File: src/rtl/gfrc_pkg.sv
package gfrc_pkg;

    typedef enum logic [7:0] {
        OP_READ_LO  = 8'h42,
        OP_READ_HI  = 8'h43,
        OP_SET_SEL  = 8'h47,
        OP_READ_SEL = 8'h48
    } gfrc_op_e;

    // One-hot command strobes produced by the opcode decoder
    typedef struct packed {
        logic read_lo;
        logic read_hi;
        logic set_sel;
        logic read_sel;
    } gfrc_cmd_t;

    // Which register slot an address selects
    typedef struct packed {
        logic cmd;
        logic wdata;
        logic rback;
    } gfrc_slot_t;

    function automatic gfrc_cmd_t decode_opcode(input logic [7:0] opc);
        gfrc_cmd_t c;
        c = '0;
        case (opc)
            OP_READ_LO:  c.read_lo  = 1'b1;
            OP_READ_HI:  c.read_hi  = 1'b1;
            OP_SET_SEL:  c.set_sel  = 1'b1;
            OP_READ_SEL: c.read_sel = 1'b1;
            default:     c = '0;
        endcase
        return c;
    endfunction

endpackage

File: src/rtl/gfrc_aux_decode.sv
module gfrc_aux_decode
    import gfrc_pkg::*;
#(
    parameter int ADDR_W = 12,
    parameter int DATA_W = 32,
    parameter logic [ADDR_W-1:0] BASE = 12'h600
) (
    input  logic              clk,
    input  logic              rst,
    input  logic              aux_wr,
    input  logic [ADDR_W-1:0] aux_addr,
    input  logic [DATA_W-1:0] aux_wdata,
    output gfrc_slot_t        slot,
    output gfrc_cmd_t         cmd_pulse,
    output logic [DATA_W-1:0] cmd_q,
    output logic [DATA_W-1:0] wdata_q
);

    localparam logic [ADDR_W-1:0] ADDR_CMD   = BASE;
    localparam logic [ADDR_W-1:0] ADDR_WDATA = ADDR_W'(BASE + 1);
    localparam logic [ADDR_W-1:0] ADDR_RBACK = ADDR_W'(BASE + 2);

    always_comb begin
        slot.cmd   = (aux_addr == ADDR_CMD);
        slot.wdata = (aux_addr == ADDR_WDATA);
        slot.rback = (aux_addr == ADDR_RBACK);
    end

    // Only the low byte selects the operation; upper bits are carried but unused
    always_comb begin
        if (aux_wr && slot.cmd)
            cmd_pulse = decode_opcode(aux_wdata[7:0]);
        else
            cmd_pulse = '0;
    end

    always_ff @(posedge clk) begin
        if (rst) begin
            cmd_q   <= '0;
            wdata_q <= '0;
        end else if (aux_wr) begin
            if (slot.cmd)   cmd_q   <= aux_wdata;
            if (slot.wdata) wdata_q <= aux_wdata;
        end
    end

endmodule

File: src/rtl/gfrc_halt_gate.sv
module gfrc_halt_gate #(
    parameter int NUM_CORES = 4
) (
    input  logic                 clk,
    input  logic                 rst,
    input  logic                 load_sel,
    input  logic [NUM_CORES-1:0] sel_in,
    input  logic [NUM_CORES-1:0] core_halted,
    output logic [NUM_CORES-1:0] sel_q,
    output logic                 run
);

    logic [NUM_CORES-1:0] core_active;

    always_ff @(posedge clk) begin
        if (rst)
            sel_q <= '0;
        else if (load_sel)
            sel_q <= sel_in;
    end

    // A selected core that is not halted keeps the count alive
    for (genvar i = 0; i < NUM_CORES; i++) begin : g_core
        assign core_active[i] = sel_q[i] & ~core_halted[i];
    end

    assign run = (sel_q == '0) | (|core_active);

endmodule

File: src/rtl/gfrc_count.sv
module gfrc_count #(
    parameter int CNT_W = 64
) (
    input  logic               clk,
    input  logic               rst,
    input  logic               run,
    input  logic               snap,
    output logic [CNT_W-1:0]   count_q,
    output logic [CNT_W/2-1:0] shadow_q
);

    localparam int HALF_W = CNT_W / 2;

    always_ff @(posedge clk) begin
        if (rst)
            count_q <= '0;
        else if (run)
            count_q <= count_q + CNT_W'(1);
    end

    always_ff @(posedge clk) begin
        if (rst)
            shadow_q <= '0;
        else if (snap)
            shadow_q <= count_q[CNT_W-1:HALF_W];
    end

endmodule

File: src/rtl/halt_gated_counter.sv
module halt_gated_counter
    import gfrc_pkg::*;
#(
    parameter int NUM_CORES = 4,
    parameter int CNT_W     = 64,
    parameter int ADDR_W    = 12,
    parameter logic [ADDR_W-1:0] BASE = 12'h600
) (
    input  logic                 clk,
    input  logic                 rst,
    input  logic                 aux_wr,
    input  logic [ADDR_W-1:0]    aux_addr,
    input  logic [CNT_W/2-1:0]   aux_wdata,
    output logic [CNT_W/2-1:0]   aux_rdata,
    input  logic [NUM_CORES-1:0] core_halted
);

    localparam int DATA_W = CNT_W / 2;

    gfrc_slot_t           slot;
    gfrc_cmd_t            cmd_pulse;
    logic [DATA_W-1:0]    cmd_q;
    logic [DATA_W-1:0]    wdata_q;
    logic [NUM_CORES-1:0] sel_q;
    logic                 run;
    logic [CNT_W-1:0]     count_q;
    logic [DATA_W-1:0]    shadow_q;
    logic [DATA_W-1:0]    rback_q;

    gfrc_aux_decode #(.ADDR_W(ADDR_W), .DATA_W(DATA_W), .BASE(BASE)) u_dec (
        .clk       (clk),
        .rst       (rst),
        .aux_wr    (aux_wr),
        .aux_addr  (aux_addr),
        .aux_wdata (aux_wdata),
        .slot      (slot),
        .cmd_pulse (cmd_pulse),
        .cmd_q     (cmd_q),
        .wdata_q   (wdata_q)
    );

    gfrc_halt_gate #(.NUM_CORES(NUM_CORES)) u_gate (
        .clk         (clk),
        .rst         (rst),
        .load_sel    (cmd_pulse.set_sel),
        .sel_in      (wdata_q[NUM_CORES-1:0]),
        .core_halted (core_halted),
        .sel_q       (sel_q),
        .run         (run)
    );

    gfrc_count #(.CNT_W(CNT_W)) u_cnt (
        .clk      (clk),
        .rst      (rst),
        .run      (run),
        .snap     (cmd_pulse.read_lo),
        .count_q  (count_q),
        .shadow_q (shadow_q)
    );

    always_ff @(posedge clk) begin
        if (rst)
            rback_q <= '0;
        else if (cmd_pulse.read_lo)
            rback_q <= count_q[DATA_W-1:0];
        else if (cmd_pulse.read_hi)
            rback_q <= shadow_q;
        else if (cmd_pulse.read_sel)
            rback_q <= DATA_W'(sel_q);
    end

    always_comb begin
        if (slot.cmd)        aux_rdata = cmd_q;
        else if (slot.wdata) aux_rdata = wdata_q;
        else if (slot.rback) aux_rdata = rback_q;
        else                 aux_rdata = '0;
    end

endmodule

File: config.mk
export PLATFORM = sky130hd
export DESIGN_NAME = halt_gated_counter
export DESIGN_NICKNAME = d
export VERILOG_FILES = /design/src/rtl/gfrc_pkg.sv /design/src/rtl/gfrc_aux_decode.sv /design/src/rtl/gfrc_halt_gate.sv /design/src/rtl/gfrc_count.sv /design/src/rtl/halt_gated_counter.sv
export SDC_FILE = /design/constraint.sdc
export NUM_CORES = 1
export LEC_CHECK = 0
export BUFFER_PORTS_ARGS = -buffer_cell sky130_fd_sc_hd__buf_2
export CAP_MARGIN = 10
export CORE_MARGIN = 1.5
export CORE_UTILIZATION = 45
export CTS_BUF_LIST = sky130_fd_sc_hd__clkbuf_4
export DETAILED_ROUTE_END_ITERATION = 10
export GPL_ROUTABILITY_DRIVEN = 0
export PLACE_DENSITY_LB_ADDON = 0.15
export SETUP_SLACK_MARGIN = 0.05
export SYNTH_ARGS = -nofsm -noshare
export SYNTH_HDL_FRONTEND = slang
export SYNTH_SLANG_ARGS = --single-unit
File: constraint.sdc
create_clock -name clk -period 2.1 [get_ports clk]
set_input_delay 0 -clock clk [delete_from_list [all_inputs] [get_ports clk]]
set_output_delay 0 -clock clk [all_outputs]
set_load 0.02 [all_outputs]
==> results.json, run 1 <==
{
  "status": "finished with violations",
  "failed_checks": "negative setup slack",
  "setup_ws_ns": -0.1543,
  "start_util": 0.4609,
  "path_buf_inv": 1,
  "cts_buffer_depth": 2,
  "slowest_stage": "or4_4",
  "route.detailed.drc": 0,
  "finalHoldViolations": 0,
  "whs_ns": 0.1070,
  "synth-seq-area-share": 0.4346,
  "crit_family": "simple AND/OR/NAND/NOR gates",
  "ios": 83,
  "min_path_type": "input port to flip-flop",
  "area_delta_synth_final_pct": 27.12,
  "max_stage_delay_ns": 0.55,
  "final_max_slew_viol_count": 0,
  "cp-startpoint": "u_gate.sel_q[0]",
  "grt_max_degree": 82,
  "critPathLaunchType": "flip-flop",
  "cp.depth": 6,
  "switching_share": 0.2601,
  "timing.fmax_mhz": 443.6,
  "r2r_setup_slack_ns": -0.15,
  "dpl.hpwl_um": 16810,
  "route.vias.total": 8650,
  "path_clk_slew_ns": 0.17,
  "finalCritPeriodShare": 1.073,
  "tightestPinTransition_ns": 0.5937,
  "min_delay_worst_endpoint": "u_dec.cmd_q[5]",
  "slew_headroom": 0.6042,
  "critPathArrivalTime_ns": 2.78,
  "synth_edf_count": 0,
  "final_nets": 1344,
  "ys.flop_type": "dfxtp_1",
  "synthCells": 1112,
  "rows": 51,
  "die_w_um": 144.6,
  "cts_inserted_buffers": 17,
  "seqPwrFrac": 0.609,
  "end_kind": "flip-flop",
  "met1_usage": 0.3437,
  "wire_per_inst_um": 16.54,
  "place_area_sq_um": 10310,
  "p_total_mw": 6.128,
  "comb_power_share": 0.052,
  "grt_busiest_layer": "met2",
  "ys_async_sr_fraction": 0,
  "grt_overflow": 0,
  "ys_ff_latch": 196,
  "stdcell_count": 1572,
  "p_sw_mw": 1.594,
  "irDropWorstVdd_v": 0.0002991,
  "clkSinkCount": 196,
  "leakage_nw": 4.027,
  "drt_pass1_iterations": 5,
  "cts_tree": "built",
  "die_h_um": 144.6,
  "met3_usage": 0.03808,
  "tns_ns": -2.930,
  "design.die.area_sq_um": 20920,
  "grt.total_usage": 0.2427,
  "fin_area_sq_um": 11480,
  "grt_setup_unrepaired": "yes",
  "holdPathStages": 6,
  "hold_start": "aux_addr[2]",
  "avgSynthCellArea_sq_um": 8.119,
  "required_ns": 2.63,
  "setup_viol": 38,
  "antenna_found_initial": 1,
  "routed_wirelength_um": 26000,
  "clk_latency_ns": 0.60,
  "grt_first_pass_wirelength_um": 39500,
  "vias_per_cell": 5.503,
  "yosys_warnings": 0,
  "grt.met2_usage": 0.3840,
  "grt_pass1_vias": 7607,
  "timing.rr.start": "u_gate.sel_q[0]",
  "r2r_end": "u_cnt.count_q[62]",
  "utilization": 0.5859,
  "max-cap-violations": 0,
  "intPower_mw": 4.534,
  "netlist_area_sq_um": 9029,
  "power_density_nw_per_um2": 533.9,
  "dp_slack_ns": -0.1397,
  "portBuffers": 82,
  "synthesis.nets": 1164,
  "htree_levels": 4,
  "core_sq_um": 19590,
  "drive_gt1_frac": 0.2360,
  "ant_nets": 0,
  "crit_type": "flip-flop to flip-flop",
  "clock-root-buffer": "clkbuf_4",
  "crit_fanout": 19,
  "dp.cells": 1475,
  "pwr-share-clk": 0.339,
  "clock_skew_ns": 0.02982,
  "first_iter_violations": 678,
  "worstPathCellList": "or4_4 > o221a_4 > a211o_4 > buf_12 > or4_1 > a21oi_1",
  "synth_cell_types": 58,
  "period_minus_slack_ns": 2.254,
  "r2r_cells": 6
}
[layer usage]
metal	part of all wire	up-vias
met1	0.48	4064
met2	0.46	255
met4	0.012	0
met5	0	-
li1	-	4310
met3	0.050	21
[tightest hold or removal path: stages]
cell	delay (ns)
buf_2	0.07
or2_2	0.10
or4b_4	0.17
buf_4	0.15
nand2_1	0.05
a21oi_1	0.12
[area by class of cell]
| cell class | count | area [sq um] |
|---|---|---|
| inverter | 10 | 37.54 |
| multi-input combinational | 826 | 4989 |
| tap | 265 | 331.6 |
| antenna | 2 | 5.005 |
| fill | 1810 | 8113 |
| timing repair buffer | 241 | 1892 |
| clock inverter | 14 | 161.4 |
| sequential | 196 | 3926 |
| clock buffer | 18 | 135.1 |
[cell families after synthesis]
family	synth area share
fa+ha+maj	0.001386
mux	0.08259
buf+inv	0.04393
compound gates	0.1935
xor+xnor	0.01843
flops	0.4346
simple gates	0.2256
[synth_stat cells (3+ instances only)]
library cell / instances / area share
buf_2: 6 / 0.0033
nor2b_1: 3 / 0.0021
dfxtp_1: 196 / 0.43
nor4_1: 6 / 0.0042
a211oi_1: 7 / 0.0058
mux2_2: 4 / 0.0050
o21ai_0: 88 / 0.049
nand2_1: 249 / 0.10
xor2_1: 4 / 0.0039
and3_1: 9 / 0.0062
nor3_1: 5 / 0.0028
or4_1: 29 / 0.024
xnor2_1: 15 / 0.015
a21oi_1: 135 / 0.075
nand4_1: 20 / 0.014
a2111oi_0: 4 / 0.0039
and2_1: 3 / 0.0021
clkbuf_1: 69 / 0.029
inv_1: 10 / 0.0042
or3_1: 13 / 0.0090
o2111ai_1: 3 / 0.0029
and4_1: 3 / 0.0029
o21ai_2: 20 / 0.019
nor2_1: 40 / 0.017
mux2i_1: 70 / 0.078
or2_2: 4 / 0.0028
nand3_1: 31 / 0.017
o31ai_1: 28 / 0.023
[cell usage in the layout, fill, tap and decap left out, types with 20 or more instances in the layout]
cell type	n
a21oi_1	124
dfxtp_1	194
dlygate4sd3_1	45
buf_4	96
nand3_1	31
nand4_1	20
mux2i_1	70
nor2_1	40
o21ai_0	87
or4_1	23
nand2_1	249
o31ai_1	23
o21ai_2	20
buf_2	83
[timing repair]
| item | 4_1_cts | 5_1_grt |
|---|---|---|
| cloned | 0 | 5 |
| endpoints found under the hold margin | 82 | 0 |
| resized for setup | 8 | 43 |
| setup endpoints to repair | 35 | 97 |
| pin swaps | 1 | 14 |
| hold buffers | 45 | 0 |
| setup buffers | 0 | 13 |
[power groups by stage]
stage	Sequential [mW]	Combinational, mW	Clock (mW)
after floorplan	3.81	0.133	0
after global placement	3.81	0.255	0
after detailed placement	3.81	0.255	0
after CTS	3.73	0.307	2.14
after global routing	3.74	0.337	2.29
final	3.73	0.316	2.08
[state kept, by name, summed over array words and instances, names as in the netlist]
register,flops
u_cnt.count_q,64
u_cnt.shadow_q,32
u_dec.cmd_q,32
u_gate.sel_q,4
rback_q,32
u_dec.wdata_q,32
[how the worst max path moves through the flow]
stage | end | slack [ns]
floorplan | u_cnt.count_q[38] | 0.01
global placement | u_cnt.count_q[18] | -0.14
detailed placement | u_cnt.count_q[18] | -0.14
CTS | u_cnt.count_q[42] | -0.12
global route | u_cnt.count_q[42] | -0.20
finish | u_cnt.count_q[62] | -0.15
Power figures use the tool's default switching activity.
==> run 2, diff against run 1 <==
==> constraint.sdc (replaced) <==
create_clock -name clk -period 2.6 [get_ports clk]
set_input_delay 0 -clock clk [delete_from_list [all_inputs] [get_ports clk]]
set_output_delay 0 -clock clk [all_outputs]
set_load 0.02 [all_outputs]
==> run 2 against run 1 <==
- the run now ends clean
- sequential power fell by 19%
- routed wire length fell by 5.9%
- highest routed layer unchanged
- via count fell by 5.4%
- cell count fell by 5.2%
- critical path depth rose by 5
- utilization fell by 4.9 points
- setup slack improved by 0.31 ns
- largest power group unchanged
- clock skew fell by 0.0033 ns
- clock power fell by 21%
- global-route usage fell by 0.55 points
==> results.json, run 2 (same netlist as run 1, synthesis figures left out) <==
{
  "fin_area_sq_um": 10510,
  "required_ns": 3.15,
  "hold_start": "aux_addr[0]",
  "irDropWorstVdd_v": 0.0002530,
  "crit_fanout": 33,
  "cts_buffer_depth": 2,
  "place_area_sq_um": 9819,
  "final_nets": 1264,
  "setup_ws_ns": 0.1598,
  "routed_wirelength_um": 24460,
  "utilization": 0.5364,
  "critPathLaunchType": "input port",
  "critPathArrivalTime_ns": 2.99,
  "grt_overflow": 0,
  "tightestPinTransition_ns": 0.6664,
  "status": "finished clean",
  "dpl.hpwl_um": 16260,
  "final_cell_mix": "249 x nand2_1, 196 x dfxtp_1, 135 x a21oi_1",
  "portBuffers": 82,
  "path_clk_slew_ns": 0.18,
  "first_iter_violations": 688,
  "stdcell_count": 1490,
  "r2r_setup_slack_ns": 0.25,
  "clock-root-buffer": "clkbuf_4",
  "drt_pass1_iterations": 5,
  "htree_levels": 4,
  "whs_ns": 0.08621,
  "setup_viol": 0,
  "rows": 51,
  "period_minus_slack_ns": 2.440,
  "grt_max_degree": 108,
  "area_delta_synth_final_pct": 16.38,
  "largest_reg_flops": 64,
  "min_delay_worst_endpoint": "rback_q[3]",
  "antenna_found_initial": 1,
  "top_register": "u_cnt.count_q",
  "start_util": 0.4609,
  "grt_first_pass_wirelength_um": 38900,
  "wire_per_inst_um": 16.41,
  "cts_inserted_buffers": 17,
  "finalCritPeriodShare": 0.9385,
  "final_max_slew_viol_count": 0,
  "dp.cells": 1419,
  "clock_skew_ns": 0.02653,
  "vias_per_cell": 5.491,
  "clk_latency_ns": 0.59,
  "dp_slack_ns": 0.3127,
  "power_density_nw_per_um2": 466.0,
  "holdPathStages": 6,
  "r2r_end": "u_cnt.count_q[56]",
  "grt_setup_unrepaired": "yes",
  "grt_pass1_vias": 7487,
  "timing.rr.start": "u_gate.sel_q[2]",
  "leakage_nw": 3.586,
  "min_path_type": "input port to flip-flop",
  "drive_gt1_frac": 0.1609,
  "p_total_mw": 4.896,
  "cts_tree": "built",
  "die_h_um": 144.6,
  "crit_type": "input port to flip-flop",
  "die_w_um": 144.6,
  "design.die.area_sq_um": 20920,
  "grt.total_usage": 0.2372,
  "ant_nets": 0,
  "ios": 83,
  "clkSinkCount": 196,
  "finalHoldViolations": 0,
  "timing.fmax_mhz": 409.8,
  "cp-startpoint": "aux_addr[1]",
  "route.vias.total": 8182,
  "end_kind": "flip-flop",
  "slew_headroom": 0.5442,
  "r2r_cells": 6,
  "final_common_cell": "nand2_1",
  "max-cap-violations": 0,
  "core_sq_um": 19590,
  "route.detailed.drc": 0,
  "tns_ns": 0
}
==> run 2: what timing repair did <==
| item | in CTS | in global routing |
|---|---|---|
| endpoints found under the setup margin | 0 | 5 |
| hold endpoints to repair | 72 | 0 |
| setup buffers | 0 | 0 |
| resized for setup | 0 | 6 |
| hold buffers | 39 | 0 |
==> run 2: cell type report <==
class | count | area [sq um]
Antenna cell | 1 | 2.502
Clock buffer | 18 | 135.1
Clock inverter | 13 | 142.6
Fill cell | 1891 | 9082
Inverter | 10 | 37.54
Multi-Input combinational cell | 826 | 4745
Sequential cell | 196 | 3924
Tap cell | 265 | 331.6
Timing Repair Buffer | 161 | 1190
==> run 2: how the worst max path moves through the flow <==
| stage | slack [ns] | end |
|---|---|---|
| global placement | 0.35 | u_cnt.count_q[13] |
| floorplan | 0.38 | u_cnt.count_q[58] |
| finish | 0.16 | u_dec.wdata_q[9] |
| CTS | 0.08 | u_dec.wdata_q[9] |
| detailed placement | 0.31 | rback_q[11] |
| global route | 0.02 | u_dec.wdata_q[9] |
==> run 2: power by group <==
part | internal (mW) | leakage, nW | total, mW | switching [mW]
clock network | 0.523 | 0.153 | 1.64 | 1.12
registers | 3.01 | 1.58 | 3.01 | 0.00415
logic | 0.106 | 1.85 | 0.238 | 0.132
==> run 2: metal layers <==
| layer | wire length [um] | GRT usage |
|---|---|---|
| met1 | 12390 | 0.3434 |
| met2 | 10870 | 0.3697 |
| met3 | 984 | 0.03709 |
| met4 | 215 | 0.05582 |
| met5 | 0 | 0 |
==> run 2: worst max-delay path: stages <==
cell	delay (ns)
dlygate4sd3_1	0.53
buf_2	0.14
buf_8	0.20
nand2b_1	0.22
nor4_4	0.18
and2_1	0.21
buf_6	0.17
nand2_1	0.06
dlygate4sd3_1	0.54
a21oi_1	0.15
dlygate4sd3_1	0.57
